$ cat src/rtl/arb_pkg.sv
// Shared constants and types for the arbitration responder.
// Assumes a 4-bit command opcode field and a CRC-8 with implicit x^8.
package arb_pkg;
    localparam logic [3:0] OP_START_ARB = 4'b0001;
    localparam logic [7:0] CRC_POLY     = 8'hB3;

    typedef enum logic [1:0] {
        ST_IDLE = 2'd0,
        ST_GAP  = 2'd1,
        ST_SEND = 2'd2,
        ST_HOLD = 2'd3
    } arb_state_e;
endpackage

$ cat src/rtl/arb_tick_timer.sv
// Counts carrier ticks and pulses `expire` on the tick that completes a
// programmed length. It restarts by itself after each expiry, so repeated
// equal slots need no reload. Assumes len >= 1.
module arb_tick_timer #(
    parameter int CNT_W = 7
) (
    input  logic             clk,
    input  logic             rst_n,
    input  logic             load,
    input  logic [CNT_W-1:0] len,
    input  logic             tick,
    output logic             expire
);
    logic [CNT_W-1:0] cnt_q;
    logic [CNT_W-1:0] len_q;

    // Expiry on the tick that finishes the programmed length.
    assign expire = tick && (cnt_q == len_q - CNT_W'(1));

    // Tick counter with reload and wrap.
    always_ff @(posedge clk) begin
        if (!rst_n) begin
            cnt_q <= '0;
            len_q <= CNT_W'(1);
        end else if (load) begin
            cnt_q <= '0;
            len_q <= len;
        end else if (expire) begin
            cnt_q <= '0;
        end else if (tick) begin
            cnt_q <= cnt_q + CNT_W'(1);
        end
    end
endmodule

$ cat src/rtl/arb_slot_gen.sv
// Tracks the slot position inside one reply frame and decides whether the
// current slot is modulated. EDGE slots at the head carry a 0, EDGE slots
// at the tail carry a 1. Assumes 2*EDGE < SLOTS.
module arb_slot_gen #(
    parameter int SLOTS  = 6,
    parameter int EDGE   = 2,
    parameter int SLOT_W = $clog2(SLOTS)
) (
    input  logic              clk,
    input  logic              rst_n,
    input  logic              clear,
    input  logic              step,
    input  logic              sending,
    input  logic              bit_val,
    output logic [SLOT_W-1:0] slot,
    output logic              last,
    output logic              mod
);
    logic [SLOTS-1:0] head_mask;
    logic [SLOTS-1:0] tail_mask;

    // Build the slot masks for the two bit values.
    for (genvar g = 0; g < SLOTS; g++) begin : g_mask
        assign head_mask[g] = (g < EDGE);
        assign tail_mask[g] = (g >= SLOTS - EDGE);
    end

    assign last = (slot == SLOT_W'(SLOTS - 1));
    assign mod  = sending && (bit_val ? tail_mask[slot] : head_mask[slot]);

    // Slot position register.
    always_ff @(posedge clk) begin
        if (!rst_n)      slot <= '0;
        else if (clear)  slot <= '0;
        else if (step)   slot <= slot + SLOT_W'(1);
    end
endmodule

$ cat src/rtl/arb_crc8.sv
// Combinational CRC-8 over the identifier (LSB first) followed by a single
// 1 for the read-enable flag. Register starts at 0, MSB-feedback form.
module arb_crc8 #(
    parameter int ID_W = 32
) (
    input  logic [ID_W-1:0] id,
    output logic [7:0]      crc
);
    import arb_pkg::*;

    // Serial CRC unrolled over ID_W+1 input bits.
    always_comb begin
        logic [7:0] c;
        logic       fb;
        c = '0;
        for (int i = 0; i < ID_W; i++) begin
            fb = c[7] ^ id[i];
            c  = {c[6:0], 1'b0} ^ (fb ? CRC_POLY : 8'h00);
        end
        fb  = c[7] ^ 1'b1;
        crc = {c[6:0], 1'b0} ^ (fb ? CRC_POLY : 8'h00);
    end
endmodule

$ cat src/rtl/arb_responder.sv
// Tag-side arbitration responder. Walks the identifier LSB first and sends
// one slot-coded frame per bit. It waits for the reader's continue decision
// between frames, and on surviving the top bit sets rd_en and sends a CRC-8
// as eight further frames. Assumes single-cycle command/continue pulses
// from a demodulator that has already checked frame CRCs, and one car_tick
// per carrier period.
module arb_responder #(
    parameter int ID_W      = 32,
    parameter int SLOT_LEN  = 32,
    parameter int GAP_CMD   = 62,
    parameter int GAP_PHASE = 10,
    parameter int SLOTS     = 6,
    parameter int EDGE      = 2
) (
    input  logic            clk,
    input  logic            rst_n,
    input  logic            car_tick,
    input  logic            cmd_valid,
    input  logic [3:0]      cmd_op,
    input  logic            cont_valid,
    input  logic [1:0]      cont_bits,
    input  logic [ID_W-1:0] tag_id,
    output logic            mod_on,
    output logic            rd_en,
    output logic            in_arb
);
    import arb_pkg::*;

    localparam int CRC_W   = 8;
    localparam int MAX_A   = (SLOT_LEN > GAP_CMD) ? SLOT_LEN : GAP_CMD;
    localparam int MAX_LEN = (MAX_A > GAP_PHASE) ? MAX_A : GAP_PHASE;
    localparam int CNT_W   = $clog2(MAX_LEN + 1);
    localparam int IDX_W   = $clog2(ID_W);
    localparam int SLOT_W  = $clog2(SLOTS);

    arb_state_e        state_q, state_d;
    logic [IDX_W-1:0]  idx_q, idx_d;
    logic              crc_ph_q, crc_ph_d;
    logic              rd_en_q, rd_en_d;
    logic [CRC_W-1:0]  crc_q, crc_d;
    logic [CRC_W-1:0]  crc_calc;

    logic              t_load, t_expire;
    logic [CNT_W-1:0]  t_len;
    logic              s_clear, s_step, s_last;
    logic [SLOT_W-1:0] slot_idx;
    logic              cur_bit, cont_ok, sending;

    assign cur_bit = crc_ph_q ? crc_q[CRC_W-1] : tag_id[idx_q];
    assign cont_ok = (cont_bits == 2'b00 && !cur_bit) ||
                     (cont_bits == 2'b11 &&  cur_bit);
    assign sending = (state_q == ST_SEND);

    arb_tick_timer #(.CNT_W(CNT_W)) u_timer (
        .clk    (clk),
        .rst_n  (rst_n),
        .load   (t_load),
        .len    (t_len),
        .tick   (car_tick),
        .expire (t_expire)
    );

    arb_slot_gen #(.SLOTS(SLOTS), .EDGE(EDGE), .SLOT_W(SLOT_W)) u_slots (
        .clk     (clk),
        .rst_n   (rst_n),
        .clear   (s_clear),
        .step    (s_step),
        .sending (sending),
        .bit_val (cur_bit),
        .slot    (slot_idx),
        .last    (s_last),
        .mod     (mod_on)
    );

    arb_crc8 #(.ID_W(ID_W)) u_crc (
        .id  (tag_id),
        .crc (crc_calc)
    );

    // Next-state decision: commands beat continues, continues beat timing.
    always_comb begin
        state_d  = state_q;
        idx_d    = idx_q;
        crc_ph_d = crc_ph_q;
        rd_en_d  = rd_en_q;
        crc_d    = crc_q;
        t_load   = 1'b0;
        t_len    = CNT_W'(GAP_CMD);
        s_clear  = 1'b0;
        s_step   = 1'b0;
        if (cmd_valid) begin
            if (cmd_op == OP_START_ARB && !rd_en_q) begin
                state_d  = ST_GAP;
                idx_d    = '0;
                crc_ph_d = 1'b0;
                t_load   = 1'b1;
            end else begin
                state_d = ST_IDLE;
            end
        end else if (cont_valid) begin
            if (state_q == ST_HOLD && cont_ok) begin
                state_d = ST_GAP;
                t_load  = 1'b1;
                if (idx_q == IDX_W'(ID_W - 1)) begin
                    rd_en_d  = 1'b1;
                    crc_ph_d = 1'b1;
                    idx_d    = '0;
                    crc_d    = crc_calc;
                    t_len    = CNT_W'(GAP_PHASE);
                end else begin
                    idx_d = idx_q + IDX_W'(1);
                end
            end else begin
                state_d = ST_IDLE;
            end
        end else if (t_expire) begin
            case (state_q)
                ST_GAP: begin
                    state_d = ST_SEND;
                    s_clear = 1'b1;
                    t_load  = 1'b1;
                    t_len   = CNT_W'(SLOT_LEN);
                end
                ST_SEND: begin
                    if (!s_last) begin
                        s_step = 1'b1;
                    end else if (!crc_ph_q) begin
                        state_d = ST_HOLD;
                    end else if (idx_q == IDX_W'(CRC_W - 1)) begin
                        state_d = ST_IDLE;
                    end else begin
                        idx_d   = idx_q + IDX_W'(1);
                        crc_d   = crc_q << 1;
                        state_d = ST_GAP;
                        t_load  = 1'b1;
                        t_len   = CNT_W'(GAP_PHASE);
                    end
                end
                default: ;
            endcase
        end
    end

    // Session state registers.
    always_ff @(posedge clk) begin
        if (!rst_n) begin
            state_q  <= ST_IDLE;
            idx_q    <= '0;
            crc_ph_q <= 1'b0;
            rd_en_q  <= 1'b0;
            crc_q    <= '0;
        end else begin
            state_q  <= state_d;
            idx_q    <= idx_d;
            crc_ph_q <= crc_ph_d;
            rd_en_q  <= rd_en_d;
            crc_q    <= crc_d;
        end
    end

    assign rd_en  = rd_en_q;
    assign in_arb = (state_q != ST_IDLE);
endmodule

$ cat config.mk
export PLATFORM = sky130hd
export DESIGN_NAME = arb_responder
export DESIGN_NICKNAME = d
export VERILOG_FILES = /design/src/rtl/arb_pkg.sv /design/src/rtl/arb_tick_timer.sv /design/src/rtl/arb_slot_gen.sv /design/src/rtl/arb_crc8.sv /design/src/rtl/arb_responder.sv
export SDC_FILE = /design/constraint.sdc
export NUM_CORES = 1
export LEC_CHECK = 0
export BUFFER_PORTS_ARGS = -buffer_cell sky130_fd_sc_hd__buf_2
export CORE_UTILIZATION = 37
export CTS_CLUSTER_DIAMETER = 40
export DETAILED_ROUTE_END_ITERATION = 7
export SLEW_MARGIN = 20
export SYNTH_ARGS = -nofsm -noshare
export SYNTH_HDL_FRONTEND = slang
export SYNTH_HIERARCHICAL = 1
export SYNTH_SLANG_ARGS = --single-unit
$ cat constraint.sdc
create_clock -name clk -period 3.7 [get_ports clk]
set_input_delay 0.555 -clock clk [delete_from_list [all_inputs] [get_ports clk]]
set_output_delay 0.555 -clock clk [all_outputs]
set_load 0.005 [all_outputs]
==> summary.md <==
| Metric | Value |
|---|---|
| Sequential fraction of design power | `~27%` |
| Clock root buffer | `clkbuf_8` |
| Post-Syn Nets | `395` |
| CTS Sinks | `34` |
| Core area | `~8300 sq um` |
| WP data required | `3.92 ns` |
| CTS Buf Count | `5` |
| Register area share after synthesis | `a little over a fifth` |
| Initial antenna violation count | `0` |
| PwrDens | `384 nW/um^2` |
| Worst-Margin Slew | `about 0.64 ns` |
| Post-CTS Resized | `0` |
| Initial DRC count | `80` |
| Max cap viols | `0` |
| Detailed Routing Iterations Pass 1 | `4` |
| FF-to-FF setup slack | `0.71 ns` |
| Die X-Extent | `95.5 microns` |
| Worst reg2reg startpoint | `u_timer/len_q[0]$_SDFFE_PN1P_` |
| Psw | `0.000459 W` |
| Setup Viol. Count Final | `0` |
| DP Worst Slack | `between 0.6 and 0.7 ns` |
| Remaining DRCs | `0` |
| VDD IR-drop max | `0.000273 V` |
| Mapped Area | `approximately 3200 sq um` |
| Antenna Cells | `0` |
| Fraction of layout cells with a size suffix above 1 | `17.9%` |
| Final instance area | `3620 sq um` |
| P_leak | `1.52 nW` |
| Grt total ovfl | `0` |
| Status | `finished, final reports clean` |
| DRT antenna net count | `0` |
| Die ar. | `between 9000 and 10000 sq um` |
| Clock insertion delay at the later pin of the skew report | `approximately 0.29 ns` |
| Setup Buffers After CTS | `0` |
| Vias in the first global route | `between 2k and 3k` |
| Dpl cell area | `3530 sq um` |
| Synth area leader | `dfxtp_1` |
| Clock power share | `20.5%` |
| Combinational cell fraction of total power | `~52%` |
| CTS max path bufs | `2` |
| Avg WL per Cell | `14.7 microns` |
| Fmax | `335 MHz` |
| FF-to-FF path depth | `13` |
| Hold crit path type | `reg2reg` |
| Cells after synthesis | `341` |
| Final worst slack | `0.711 ns` |
| Total Nets Final | `between 400 and 500` |
| Port Buf Inserts | `45` |
| Synth top area cells | `dfxtp_1 (21%), xnor3_1 (11%), mux2i_1 (11%)` |
| Final HPWL DP | `5710 microns` |
| Top FF cell, synth | `dfxtp_1` |
| GRT Overall Usage | `about 18%` |
| Via count | `2555` |
| Clock transition at path regs | `~0.070 ns` |
| WP data arrival | `3.21 ns` |
| Tcrit/Tclk final | `80.8%` |
| Syn_area_per_cell | `roughly 9.5 sq um` |
| Warnings, synthesis | `6` |
| Final WL | `7220 microns` |
| CTS Hold Bufs | `0` |
| Die Ht | `95.5 microns` |
| CP Launch Point | `u_timer/len_q[0]$_SDFFE_PN1P_` |
| CTS H-tree depth | `2` |
| Post-synth EDFFs | `0` |
| Clk_skew | `0.00948 ns` |
| Initial Util | `between 30% and 40%` |
| First-pass GRT wire length | `12600 microns` |
| Total negative slack | `0 ns` |
| Largest net degree at the start of global routing | `24` |
| CP max FO | `7` |
| Startpoint types | `flop` |
| Commonest non-fill, non-tap cell in the layout | `buf_2` |
| Fraction of registers with async set or reset after synthesis | `0%` |
| Fin crit period | `2.99 ns` |
| Max_slew headroom | `57.2%` |
| Slew Viols, Final | `0` |
| RSZ-0062 raised after global routing | `false` |
| Leading cell types in the layout, fill and taps excluded | `buf_2 (45), xnor2_1 (37), mux2i_1 (34), dfxtp_1 (34), nand2_1 (22)` |
| Final-report hold violation count | `0` |
| Vias per inst | `5.21` |
| CTS tree | `yes` |
| Pint | `0.000933 W` |
| CP Capture Type | `flop` |
| Number of cell rows | `33` |
| Area growth, synth to finish | `12.0%` |
| Critical Path Sink | `idx_q[4]$_SDFFE_PN0P_` |
| Flops & latches, synth | `34` |
| IO Count | `46` |
| CP Class | `reg2reg` |
| Yosys top cell area share | `21.1%` |
| Net Sw Frac | `33.0%` |
| Placer Congestion | `0.888` |
| Filler instances | `864` |
| Cell variety after synth | `54` |
| RR Endpoint | `idx_q[4]$_SDFFE_PN0P_` |
## how the worst min path moves through the flow
| stage | slack [ns] | end | cells after the start | start |
|---|---|---|---|---|
| 6_report | 0.49 | crc_q[0]$_SDFFE_PN0P_ | 2 | crc_q[0]$_SDFFE_PN0P_ |
| 5_1_grt | 0.52 | crc_q[0]$_SDFFE_PN0P_ | 2 | crc_q[0]$_SDFFE_PN0P_ |
| 4_1_cts | 0.49 | crc_q[0]$_SDFFE_PN0P_ | 2 | crc_q[0]$_SDFFE_PN0P_ |
| 3_5_place_dp | 0.48 | crc_q[0]$_SDFFE_PN0P_ | 2 | crc_q[0]$_SDFFE_PN0P_ |
| 3_3_place_gp | 0.48 | crc_q[0]$_SDFFE_PN0P_ | 2 | crc_q[0]$_SDFFE_PN0P_ |
| 2_1_floorplan | 0.46 | flop | 1 | u_slots/slot[2]$_SDFFE_PP0P_ |
## power by group through the flow
stage	logic, W	registers [W]	clock network (W)
2_1_floorplan	0.000589	0.000385	0
3_3_place_gp	0.000715	0.000387	0
3_5_place_dp	0.000729	0.000387	0
4_1_cts	0.000735	0.000379	0.000295
5_1_grt	0.000787	0.000380	0.000313
6_report	0.000729	0.000379	0.000285
## through the flow
stage / cells / util (%) / hold WS, ns / total power (W)
2_1_floorplan: 341 / - / 0.458 / 0.000973
3_3_place_gp: 482 / 42.3 / 0.485 / 0.00110
3_5_place_dp: 482 / 42.3 / 0.475 / 0.00112
4_1_cts: 490 / 43.4 / 0.489 / 0.00141
5_1_grt: 490 / 43.4 / 0.522 / 0.00148
6_report: 490 / 43.4 / 0.492 / 0.00139
## area by class of cell
class / instances / area, sq um / area share (%)
inverters: 9 / 33.8 / 0.933
well taps: 105 / 131 / 3.63
clock buffers: 7 / 86.3 / 2.38
repair buffers: 48 / 248 / 6.84
flip-flops and latches: 34 / 681 / 18.8
multi-input cells: 286 / 2440 / 67.3
clock inverters: 1 / 5.00 / 0.138
## synthesized netlist by cell type, types with 2 or more instances
master    number
nand3b_1       4
nand2_1       22
nand4_1        5
and2_1         2
nor2_1        19
xnor3_1       16
dfxtp_1       34
a21oi_1        9
nand4_2        2
o311a_1        7
ha_1          11
a211oi_1       8
xor2_2         2
o21ai_0        4
and3_1         2
nor2b_1       11
a22oi_1        4
nand2b_1       9
clkbuf_1       4
xnor2_1       37
a31oi_1        2
o21ai_1        8
inv_1          9
o211ai_1       2
xor2_1        21
mux2i_1       34
buf_6          2
buf_2          5
o21bai_1       2
nand3_1       20
## worst max-delay path, stage by stage, from the launching register on
cell and delay [ns]:
dfxtp_1 0.37, inv_1 0.08, ha_1 0.32, xor2_2 0.14
nand4_2 0.13, nor4b_4 0.25, buf_4 0.18, and2_1 0.24
nor2b_1 0.23, nand3_1 0.17, nand2_1 0.11, nor2_1 0.04
a311oi_1 0.41, mux2i_1 0.24
## sequential cells by signal (all words and copies together) (netlist names), named ones only
signal	cells
crc_q	8
state_q	2
rd_en	1
u_timer/len_q	6
crc_ph_q	1
u_timer/cnt_q	6
idx_q	5
u_slots/slot	3
## layer usage
layer  vias to the layer above  track usage [%]  part of all wire (%)
li1                       1300                -                     -
met1                      1210             22.9                    49
met2                        40             29.9                    47
met3                         5             3.83                   3.5
met4                         0             2.61                  0.51
met5                         -                0                     0
## cells by family (layout without fill, tap and decap cells)
| kind of cell | after synthesis | after routing | synth area share, % |
|---|---|---|---|
| buffers and inverters | 21 | 65 | 3.60 |
| XOR/XNOR | 78 | 78 | 29.4 |
| AO/OA/AOI/OAI | 53 | 53 | 11.3 |
| multiplexers | 36 | 36 | 11.3 |
| adder cells (fa/ha/maj) | 11 | 11 | 4.26 |
| flip-flops | 34 | 34 | 21.1 |
| other | 1 | 1 | 0.116 |
| AND/OR/NAND/NOR | 107 | 107 | 19.0 |
No activity file was read; power rests on OpenSTA's default activity.
